--- src/rtl/sff_pkg.sv ---
package sff_pkg;

    // Default region layout: half the array for graphics, a quarter per video line
    function automatic int region_base_default(input int ch, input int depth);
        case (ch)
            0:       return 0;
            1:       return depth / 2;
            default: return (depth * 3) / 4;
        endcase
    endfunction

    function automatic int region_size_default(input int ch, input int depth);
        case (ch)
            0:       return depth / 2;
            default: return depth / 4;
        endcase
    endfunction

endpackage

--- src/rtl/sff_store.sv ---
module sff_store #(
    parameter int DEPTH = 32,
    parameter int WIDTH = 64,
    localparam int AW = $clog2(DEPTH)
) (
    input  logic             clk,
    input  logic             wr_en,
    input  logic [AW-1:0]    wr_addr,
    input  logic [WIDTH-1:0] wr_data,
    input  logic             rd_en,
    input  logic [AW-1:0]    rd_addr,
    output logic [WIDTH-1:0] rd_data
);

    logic [WIDTH-1:0] mem_q [DEPTH];
    logic [WIDTH-1:0] rd_data_q;

    always_ff @(posedge clk) begin
        if (wr_en) begin
            mem_q[wr_addr] <= wr_data;
        end
        if (rd_en) begin
            rd_data_q <= mem_q[rd_addr];
        end
    end

    assign rd_data = rd_data_q;

endmodule

--- src/rtl/sff_channel.sv ---
module sff_channel #(
    parameter int DEPTH    = 32,
    parameter int RST_BASE = 0,
    parameter int RST_SIZE = 16,
    localparam int AW = $clog2(DEPTH),
    localparam int CW = AW + 1
) (
    input  logic          clk,
    input  logic          rst_n,
    input  logic          flush,
    input  logic          cfg_we,
    input  logic [AW-1:0] cfg_base,
    input  logic [CW-1:0] cfg_size,
    input  logic          push,
    input  logic          pop,
    output logic [AW-1:0] wr_idx,
    output logic [AW-1:0] rd_idx,
    output logic          full,
    output logic          empty,
    output logic [CW-1:0] count,
    output logic          push_ok,
    output logic          pop_ok
);

    typedef struct packed {
        logic [AW-1:0] base;
        logic [CW-1:0] size;
        logic [CW-1:0] wr_off;
        logic [CW-1:0] rd_off;
        logic [CW-1:0] count;
    } chan_t;

    chan_t s_q, s_d;
    logic [CW-1:0] wr_sum, rd_sum;
    logic [CW-1:0] last_off;

    always_comb begin
        full     = (s_q.count == s_q.size);
        empty    = (s_q.count == '0);
        push_ok  = push && !full;
        pop_ok   = pop && !empty;
        last_off = s_q.size - CW'(1);
        wr_sum   = CW'(s_q.base) + s_q.wr_off;
        rd_sum   = CW'(s_q.base) + s_q.rd_off;
        wr_idx   = wr_sum[AW-1:0];
        rd_idx   = rd_sum[AW-1:0];
        count    = s_q.count;

        s_d = s_q;
        if (push_ok) begin
            s_d.wr_off = (s_q.wr_off == last_off) ? '0 : s_q.wr_off + CW'(1);
        end
        if (pop_ok) begin
            s_d.rd_off = (s_q.rd_off == last_off) ? '0 : s_q.rd_off + CW'(1);
        end
        case ({push_ok, pop_ok})
            2'b10:   s_d.count = s_q.count + CW'(1);
            2'b01:   s_d.count = s_q.count - CW'(1);
            default: s_d.count = s_q.count;
        endcase
        if (flush || cfg_we) begin
            s_d.wr_off = '0;
            s_d.rd_off = '0;
            s_d.count  = '0;
        end
        if (cfg_we) begin
            s_d.base = cfg_base;
            s_d.size = cfg_size;
        end
    end

    always_ff @(posedge clk) begin
        if (!rst_n) begin
            s_q        <= '0;
            s_q.base   <= AW'(RST_BASE);
            s_q.size   <= CW'(RST_SIZE);
        end else begin
            s_q <= s_d;
        end
    end

    // the fill level never exceeds the region size
    a_r3_count_bound: assert property (@(posedge clk) disable iff (!rst_n)
        s_q.count <= s_q.size);

    // a push into a full channel leaves the count unchanged
    a_r3_full_hold: assert property (@(posedge clk) disable iff (!rst_n)
        (push && full && !pop && !flush && !cfg_we) |=> $stable(count));

    // a pop from an empty channel leaves it empty
    a_r4_empty_hold: assert property (@(posedge clk) disable iff (!rst_n)
        (pop && empty && !push && !flush && !cfg_we) |=> (count == '0));

    // flush leaves the channel empty
    a_r9_flush_clears: assert property (@(posedge clk) disable iff (!rst_n)
        flush |=> empty);

endmodule

--- src/rtl/shared_fetch_fifo.sv ---
module shared_fetch_fifo #(
    parameter int DEPTH = 32,
    parameter int WIDTH = 64,
    parameter int NCH   = 3,
    localparam int AW  = $clog2(DEPTH),
    localparam int CW  = AW + 1,
    localparam int CHW = $clog2(NCH + 1)
) (
    input  logic             clk,
    input  logic             rst_n,
    input  logic             flush,
    input  logic             cfg_we,
    input  logic [CHW-1:0]   cfg_ch,
    input  logic [AW-1:0]    cfg_base,
    input  logic [CW-1:0]    cfg_size,
    input  logic             push_valid,
    input  logic [CHW-1:0]   push_ch,
    input  logic [WIDTH-1:0] push_data,
    input  logic             pop_valid,
    input  logic [CHW-1:0]   pop_ch,
    output logic             pop_rvalid,
    output logic [WIDTH-1:0] pop_data,
    output logic [NCH-1:0]   ch_full,
    output logic [NCH-1:0]   ch_empty,
    output logic [NCH*CW-1:0] ch_count
);

    import sff_pkg::*;

    typedef struct packed {
        logic rvalid;
    } top_t;

    top_t t_q, t_d;

    logic [NCH-1:0]    push_req, pop_req, push_ok, pop_ok, cfg_hit;
    logic [AW-1:0]     wr_idx [NCH];
    logic [AW-1:0]     rd_idx [NCH];
    logic [AW-1:0]     wr_addr, rd_addr;
    logic [CW:0]       fit_sum;
    logic              cfg_ok, same_ch;

    always_comb begin
        fit_sum = (CW+1)'(cfg_base) + (CW+1)'(cfg_size);
        cfg_ok  = cfg_we && (&ch_empty) && (fit_sum <= (CW+1)'(DEPTH));
        same_ch = push_valid && pop_valid && (push_ch == pop_ch);
    end

    for (genvar c = 0; c < NCH; c++) begin : g_chan
        assign push_req[c] = push_valid && (push_ch == CHW'(c)) && !same_ch;
        assign pop_req[c]  = pop_valid && (pop_ch == CHW'(c));
        assign cfg_hit[c]  = cfg_ok && (cfg_ch == CHW'(c));

        sff_channel #(
            .DEPTH    (DEPTH),
            .RST_BASE (region_base_default(c, DEPTH)),
            .RST_SIZE (region_size_default(c, DEPTH))
        ) i_chan (
            .clk      (clk),
            .rst_n    (rst_n),
            .flush    (flush),
            .cfg_we   (cfg_hit[c]),
            .cfg_base (cfg_base),
            .cfg_size (cfg_size),
            .push     (push_req[c]),
            .pop      (pop_req[c]),
            .wr_idx   (wr_idx[c]),
            .rd_idx   (rd_idx[c]),
            .full     (ch_full[c]),
            .empty    (ch_empty[c]),
            .count    (ch_count[c*CW +: CW]),
            .push_ok  (push_ok[c]),
            .pop_ok   (pop_ok[c])
        );
    end

    always_comb begin
        wr_addr = '0;
        rd_addr = '0;
        for (int c = 0; c < NCH; c++) begin
            wr_addr = wr_addr | (wr_idx[c] & {AW{push_ok[c]}});
            rd_addr = rd_addr | (rd_idx[c] & {AW{pop_ok[c]}});
        end
        t_d.rvalid = |pop_ok;
    end

    sff_store #(
        .DEPTH (DEPTH),
        .WIDTH (WIDTH)
    ) i_store (
        .clk     (clk),
        .wr_en   (|push_ok),
        .wr_addr (wr_addr),
        .wr_data (push_data),
        .rd_en   (|pop_ok),
        .rd_addr (rd_addr),
        .rd_data (pop_data)
    );

    always_ff @(posedge clk) begin
        if (!rst_n) begin
            t_q <= '0;
        end else begin
            t_q <= t_d;
        end
    end

    assign pop_rvalid = t_q.rvalid;

    // an accepted pop yields a valid word after the next edge
    a_r2_pop_returns: assert property (@(posedge clk) disable iff (!rst_n)
        (|pop_ok) |=> pop_rvalid);

    // no word is returned when no channel accepted a pop
    a_r4_no_spurious: assert property (@(posedge clk) disable iff (!rst_n)
        !(|pop_ok) |=> !pop_rvalid);

    // at most one channel writes and one reads per cycle
    a_r7_single_port: assert property (@(posedge clk) disable iff (!rst_n)
        $onehot0(push_ok) && $onehot0(pop_ok));

    // a same-channel push is never accepted alongside its pop
    a_r8_same_ch_drop: assert property (@(posedge clk) disable iff (!rst_n)
        same_ch |-> !(|push_ok));

    // select value outside the channel range touches nothing
    a_r12_bad_select: assert property (@(posedge clk) disable iff (!rst_n)
        (push_valid && push_ch >= CHW'(NCH)) |-> !(|push_ok));

endmodule

--- config.mk ---
export PLATFORM = sky130hd
export DESIGN_NAME = shared_fetch_fifo
export DESIGN_NICKNAME = d
export VERILOG_FILES = /design/src/rtl/sff_pkg.sv /design/src/rtl/sff_store.sv /design/src/rtl/sff_channel.sv /design/src/rtl/shared_fetch_fifo.sv
export SDC_FILE = /design/constraint.sdc
export NUM_CORES = 2
export LEC_CHECK = 0
export BUFFER_PORTS_ARGS = -buffer_cell sky130_fd_sc_hd__buf_2
export CAP_MARGIN = 15
export CELL_PAD_IN_SITES_DETAIL_PLACEMENT = 0
export CELL_PAD_IN_SITES_GLOBAL_PLACEMENT = 1
export CORE_MARGIN = 3
export CORE_UTILIZATION = 40
export CTS_CLUSTER_DIAMETER = 80
export CTS_CLUSTER_SIZE = 24
export DETAILED_ROUTE_END_ITERATION = 16
export PLACE_DENSITY_LB_ADDON = 0.1
export REMOVE_ABC_BUFFERS = 1
export SYNTH_ARGS = -nofsm -noshare
export SYNTH_HDL_FRONTEND = slang
export SYNTH_SLANG_ARGS = --single-unit
--- constraint.sdc ---
create_clock -name clk -period 8.33 [get_ports clk]
set_clock_uncertainty 0.05 [all_clocks]
set_input_delay 1.2495 -clock clk [delete_from_list [all_inputs] [get_ports clk]]
set_output_delay 1.2495 -clock clk [all_outputs]
set_load 0.03 [all_outputs]
* Word-level counts from Yosys, hierarchy flattened
Memory sizes are Yosys's and may differ from the RTL's. A register that Yosys moved wholly into a read port is not among the register bits.
Cells that the tools add are included.
** Cells by class
- Add/subtract/negate cells :: 22
- Reductions and logical operators :: 47
- Bitwise gates (word level) :: 11
- Equal/unequal tests :: 22
- Magnitude comparators :: 1
- Multiplexer cells :: 11
** Operator list (count)
- 6-bit by 1-bit adder with 6-bit output, second input constant :: 9
- 6-bit equality test :: 9
- 6-bit two-way mux :: 6
- 6-bit case mux with 2 select lines :: 3
- 6-bit by 1-bit subtractor with 6-bit output, second input constant :: 6
- 5-bit adder :: 6
- 5-bit bitwise AND :: 6
- 1-bit logical AND :: 22
- 5-bit OR :: 4
- 6-bit logical NOT :: 3
- 2-bit by 1-bit equality test with 1-bit output, second input constant :: 6
- 2-bit equality test, second input constant :: 6
- 5-bit by 6-bit adder with 7-bit output :: 1
- 7-bit by 6-bit less-or-equal comparator with 1-bit output, second input constant :: 1
- 1-bit logical NOT :: 7
- 2-bit logical NOT :: 3
- 2-bit nonzero test :: 3
- 2-bit OR reduction :: 3
- 3-bit OR reduction :: 2
- 1-bit logical OR :: 3
- 3-bit AND reduction :: 1
- 2-bit equality test :: 1
- 1-bit two-way mux :: 2
- 1-bit inverter :: 1
** Storage, ports and cells
- Memories :: 1
- Input bits :: 87
- Logic and storage cells :: 131
- Flip-flop bits (word level) :: 88
- RAM bits :: 2048
- Output and inout bits :: 89
** Memory list
- i_store.mem_q :: words 32, width 64, rd ports 1, clocked after Yosys merged registers in 1, write ports 1, RTL line sff_store.sv:15 : logic [WIDTH-1:0] mem_q [DEPTH];

* Depth between registers and ports, before layout
- Word-level depth :: 8
- Gate-level depth with buffers :: 17
- Depth with buffers taken out :: 15

* By module
Synthesis repeated with hierarchy kept, for this count alone.
** Unflattened totals
- Cell total of the unflattened synthesis :: 3944
- Area, all modules :: 86688.1 µm²
** Modules (own cells, without submodules)
- sff_store :: times used 1, area an instance 79605.1 µm², sequential area each 63420.8 µm², cells an instance 3097
- sff_channel at g_chan[2].i_chan :: times used 1, area an instance 2185.8 µm², sequential area each 580.6 µm², cells an instance 261
- sff_channel at g_chan[0].i_chan :: times used 1, area an instance 2184.6 µm², sequential area each 580.6 µm², cells an instance 260
- sff_channel at g_chan[1].i_chan :: times used 1, area an instance 2179.6 µm², sequential area each 580.6 µm², cells an instance 260
- shared_fetch_fifo :: times used 1, area an instance 533.0 µm², sequential area each 20.0 µm², cells an instance 66

* Worst setup path after synthesis
Ideal clock, no wire load.
- Kind :: input port to flip-flop
- Start :: input port pop_valid
- End :: memory i_store.mem_q[28][0], enable pin
- Cell stages on the path :: 8
- Arrival time :: 6085 ps
- Data required time :: 7794 ps
- Path slack :: 1709 ps
- Library setup time :: 486 ps
- Buffers on the path :: 1
- Cell sequence :: nor3b_1 or4b_2 o21ba_2 clkbuf_1 clkinv_1 o221a_2 or3_1 nor2_1
** Between the ends
- Cells in the longest elaborated chain, start to end :: 8
- Elaborated cells on any way between the ends :: 17
- Those cells by class :: mux (2); bitwise (5); reduce/logical (10)
** Ends and longest elaborated chain
- start, declared :: RTL line shared_fetch_fifo.sv:19 : input logic pop_valid,
- 1-bit logical AND * (2 in a row) :: RTL line shared_fetch_fifo.sv:46 : same_ch = push_valid && pop_valid && (push_ch == pop_ch);
- 1-bit logical NOT * :: RTL line shared_fetch_fifo.sv:50 : assign push_req[c] = push_valid && (push_ch == CHW'(c)) && !same_ch;
- 1-bit logical AND :: RTL line shared_fetch_fifo.sv:50
- 1-bit logical AND :: RTL line sff_channel.sv:40 : push_ok = push && !full;
- 3-bit OR reduction or 5-bit bitwise AND (tied branches) :: RTL line shared_fetch_fifo.sv:92, shared_fetch_fifo.sv:81
- 1-bit two-way mux or 5-bit OR (tied branches) :: RTL line sff_store.sv:19, shared_fetch_fifo.sv:81
- 1-bit two-way mux (not written as such) or 5-bit OR (tied branches) :: RTL line sff_store.sv:20, shared_fetch_fifo.sv:81
- end, declared :: RTL line sff_store.sv:15
Every way passes the cells marked *; elsewhere a longest branch is shown, timed or not.

* Worst setup path after layout
- Start :: input port pop_ch[0]
- End :: register i_store.rd_data_q[7] (netlist: i_store.rd_data[7]) (read register of i_store.mem_q) (data pin)
** Between the ends
- Cells in the longest elaborated chain, start to end :: 6
- Elaborated cells on any way between the ends :: 15
- Those cells by class :: eq/ne (2); bitwise (5); reduce/logical (8)
** Ends and longest elaborated chain
- start, declared :: RTL line shared_fetch_fifo.sv:20 : input logic [CHW-1:0] pop_ch,
- 2-bit by 1-bit equality test with 1-bit output or 2-bit logical NOT (tied branches) :: RTL line shared_fetch_fifo.sv:51 : assign pop_req[c] = pop_valid && (pop_ch == CHW'(c));
- 1-bit logical AND :: RTL line shared_fetch_fifo.sv:51
- 1-bit logical AND :: RTL line sff_channel.sv:41 : pop_ok = pop && !empty;
- 5-bit bitwise AND :: RTL line shared_fetch_fifo.sv:82 : rd_addr = rd_addr | (rd_idx[c] & {AW{pop_ok[c]}});
- 5-bit OR (2 in a row) :: RTL line shared_fetch_fifo.sv:82
- end, declared :: RTL line sff_store.sv:16 : logic [WIDTH-1:0] rd_data_q;
Several ways; a longest one is shown, not always the timed one.
A chain may end at the register's enable or synchronous reset.

==> flow_summary.toml <==
[outcome]
status = "completed"

[pwr]
vdd_drop_max_uv = 211
leakage_nw = 32.8
p_int_mw = 15.9
seqPwrFrac_pct = 60.4
p_sw_share_pct = 21.0
clockPowerShare_pct = 37.3
power_density_nw_per_um2 = 205
p_sw_mw = 4.24
combPwrFrac_pct = 2.3

[timing]
setup_viol = 0
period_share_pct = 61.0
maxSlewViolCount = 0
slew_headroom_pct = 18.3
timing.fmax_mhz = 197
setup_tns_ns = 0
fin_hold_ws_ns = 0.453
worstMarginPinSlew_ns = 1.23
rsz0062_at_grt = "false"
layout_setup_ws_ns = 3.25
finalHoldViolCount = 0
fin_crit_ns = 5.08

[global_routing]
grt_use_total_pct = 23.6
antenna_found_initial = 25
grt_pass1_wl_um = 389000
grt_max_degree = 113
grt_pass1_vias = 51700
overflow = 0

[detailed_routing]
firstDrtPassIters = 6
vias = 53400
viasPerCell = 5.64
detail_route.wl_per_cell_um = 28.9
drtAntennaViolNets = 0
wl_met1_um = 124000
post-route-drc-count = 0
wl_met2_um = 127000
highest-signal-layer = "met5"
met3_length_um = 17000
drt_iter0_drc = 5309
routed_wl_um = 274000

[place]
dp_hpwl_um = 144000
gp_congestion = 0.774
place_ws_ns = 2.30
port_buffers = 175

[hold_path]
whs_path_depth = 2
min_path_type = "register to register"
worstHoldEndpoint = "g_chan[2].i_chan.s_q[26]"
min_from = "g_chan[2].i_chan.s_q[26]"

[worst_setup_path]
arrival_ns = 5.58
crit_slowest_cell = "nor2_2"
ff2ff_path_depth = 8
cp_num_buf_inv = 3
worst-path-stages = 11
r2r_start = "g_chan[0].i_chan.count[0]"
r2r_end = "i_store.rd_data[7]"
critPathLaunchType = "input port"
cp_common_cell = "buf_4"
crit_type = "input port to register"
slowest_delay_ns = 0.96
path_cells = "buf_2 > nor3b_1 > o31a_1 > a221oi_4 > buf_4 > nor2_2 > buf_4 > a32oi_1 > o21ai_0 > nand2_1 > o2111a_1"
worstPathMaxFanout = 33
r2r_slack_ns = 3.33
cp_top_family = "simple AND/OR/NAND/NOR gates"
cp-end-kind = "register"
cp.required_ns = 8.83

[final_layout]
layout_commonest_cell = "edfxtp_1"
fill_cells = 19700
syn2layout_area_growth_pct = 10.0
final_layout_size_suffix_gt1_share_pct = 10.3
final-seq-area_um2 = 65200
layout_common_cells = "2112 x edfxtp_1, 1533 x nand2_1, 607 x nand3_1"
fin_nets = 6552
multi_input_area_um2 = 22000

[floorplanning]
start_util_pct = 40.4
die_w_um = 478
row_count = 172
die_height_um = 478
dieArea_um2 = 228000
core-area_um2 = 221000
num_io_pins = 176

[clock_network]
cts_tree = "yes"
clock_latency_ns = 0.81
clock_path_buffers = 3
post_cts_resized = 0
cts.sinks = 2200
h-tree-depth = 4
postCtsSetupBuffers = 0
cts_buffers = 135
clk_pin_slew_worst_paths_ns = 0.08
hold_buffers = 0
clockRootBuffer = "clkbuf_16"

[synthesis]
yosys_warnings = 0
yosysUniqueCellTypes = 80
synthArstFlopShare_pct = 0
yosysSeqAreaShare_pct = 73.2
synth-seq-cells = 2200
syn-cell-area_um2 = 89100
synth_edf_count = 2112
synthFlopType = "edfxtp_1"
syn_area_per_cell_um2 = 14.0
syn_inst = 6379

[flow_run]
max-cap-violations = 0
## sequential cells by signal, indices dropped and copies added (netlist names)
register             count
pop_rvalid               1
g_chan.i_chan.s_q       69
i_store.rd_data         64
i_store.mem_q         2048
g_chan.i_chan.count     18
## through the flow
step,power [mW],cells,utilization [%],instance area [um^2]
6_report,20.1,9467,44.4,98000
5_1_grt,20.7,9462,44.4,98000
4_1_cts,20.3,9457,44.4,98000
3_5_place_dp,12.9,9222,42.3,93400
3_3_place_gp,12.9,9221,42.3,93400
2_1_floorplan,12.6,5970,-,86900
## layer usage
metal,up-vias,global-route usage (%)
met2,1693,37.1
met4,2,5.23
met5,-,0
met3,291,3.72
li1,23800,-
met1,27700,34.5
## worst min-delay path: stages (launching register included)
cell	delay, ns
dfxtp_1	0.34
nand2_1	0.07
mux2i_1	0.05
## final cells by class
class | count | area share [%]
Antenna cell | 9 | 0.0230
Clock buffer | 148 | 3.61
Clock inverter | 87 | 1.06
Inverter | 33 | 0.126
Multi-Input combinational cell | 3737 | 22.5
Sequential cell | 2200 | 66.5
Tap cell | 2958 | 3.78
Timing Repair Buffer | 295 | 2.44
## power groups by stage
| stage | Clock (mW) | Sequential (mW) | Combinational (mW) |
|---|---|---|---|
| after floorplan | 0 | 12.4 | 0.174 |
| after global placement | 0 | 12.4 | 0.453 |
| after detailed placement | 0 | 12.4 | 0.463 |
| after CTS | 7.69 | 12.2 | 0.463 |
| after global routing | 8.07 | 12.2 | 0.503 |
| final | 7.51 | 12.2 | 0.457 |
## worst max-delay path by stage
| stage | slack (ns) | start | to |
|---|---|---|---|
| 6_report | 3.25 | pop_ch[0] | i_store.rd_data[7] |
| 3_5_place_dp | 2.30 | pop_ch[0] | i_store.rd_data[7] |
| 3_3_place_gp | 2.32 | pop_ch[0] | i_store.rd_data[7] |
| 5_1_grt | 3.07 | pop_valid | i_store.mem_q[29][7] |
| 2_1_floorplan | -12.16 | pop_valid | i_store.rd_data[0] |
| 4_1_cts | 3.19 | pop_ch[0] | i_store.rd_data[7] |
## logic make-up after synthesis
kind of cell	count (synthesis)	share of synthesized area [%]
AO/OA/AOI/OAI	717	5.71
XOR/XNOR	129	1.27
adder cells (fa/ha/maj)	63	0.969
buffers and inverters	442	2.51
flip-flops	2200	73.2
multiplexers	339	4.34
AND/OR/NAND/NOR	2489	12.0
## synthesized netlist by cell type, types with 30 or more instances
master,instances,share of area [%]
mux2i_1,274,3.1
a32oi_1,65,0.64
nor2_1,132,0.56
clkbuf_1,176,0.74
ha_1,53,0.74
mux4_2,35,0.89
edfxtp_1,2112,71
nand3_1,609,3.4
a311oi_1,35,0.34
dfxtp_1,88,2.0
inv_1,31,0.13
and3_1,85,0.60
buf_4,69,0.58
o21ai_0,60,0.34
nand2_1,1535,6.5
mux2_2,30,0.38
xnor2_1,79,0.78
a22oi_1,31,0.26
a21oi_1,170,0.96
a31oi_1,94,0.66
xor2_1,50,0.49
buf_2,114,0.64
Power figures use the tool's default switching activity.
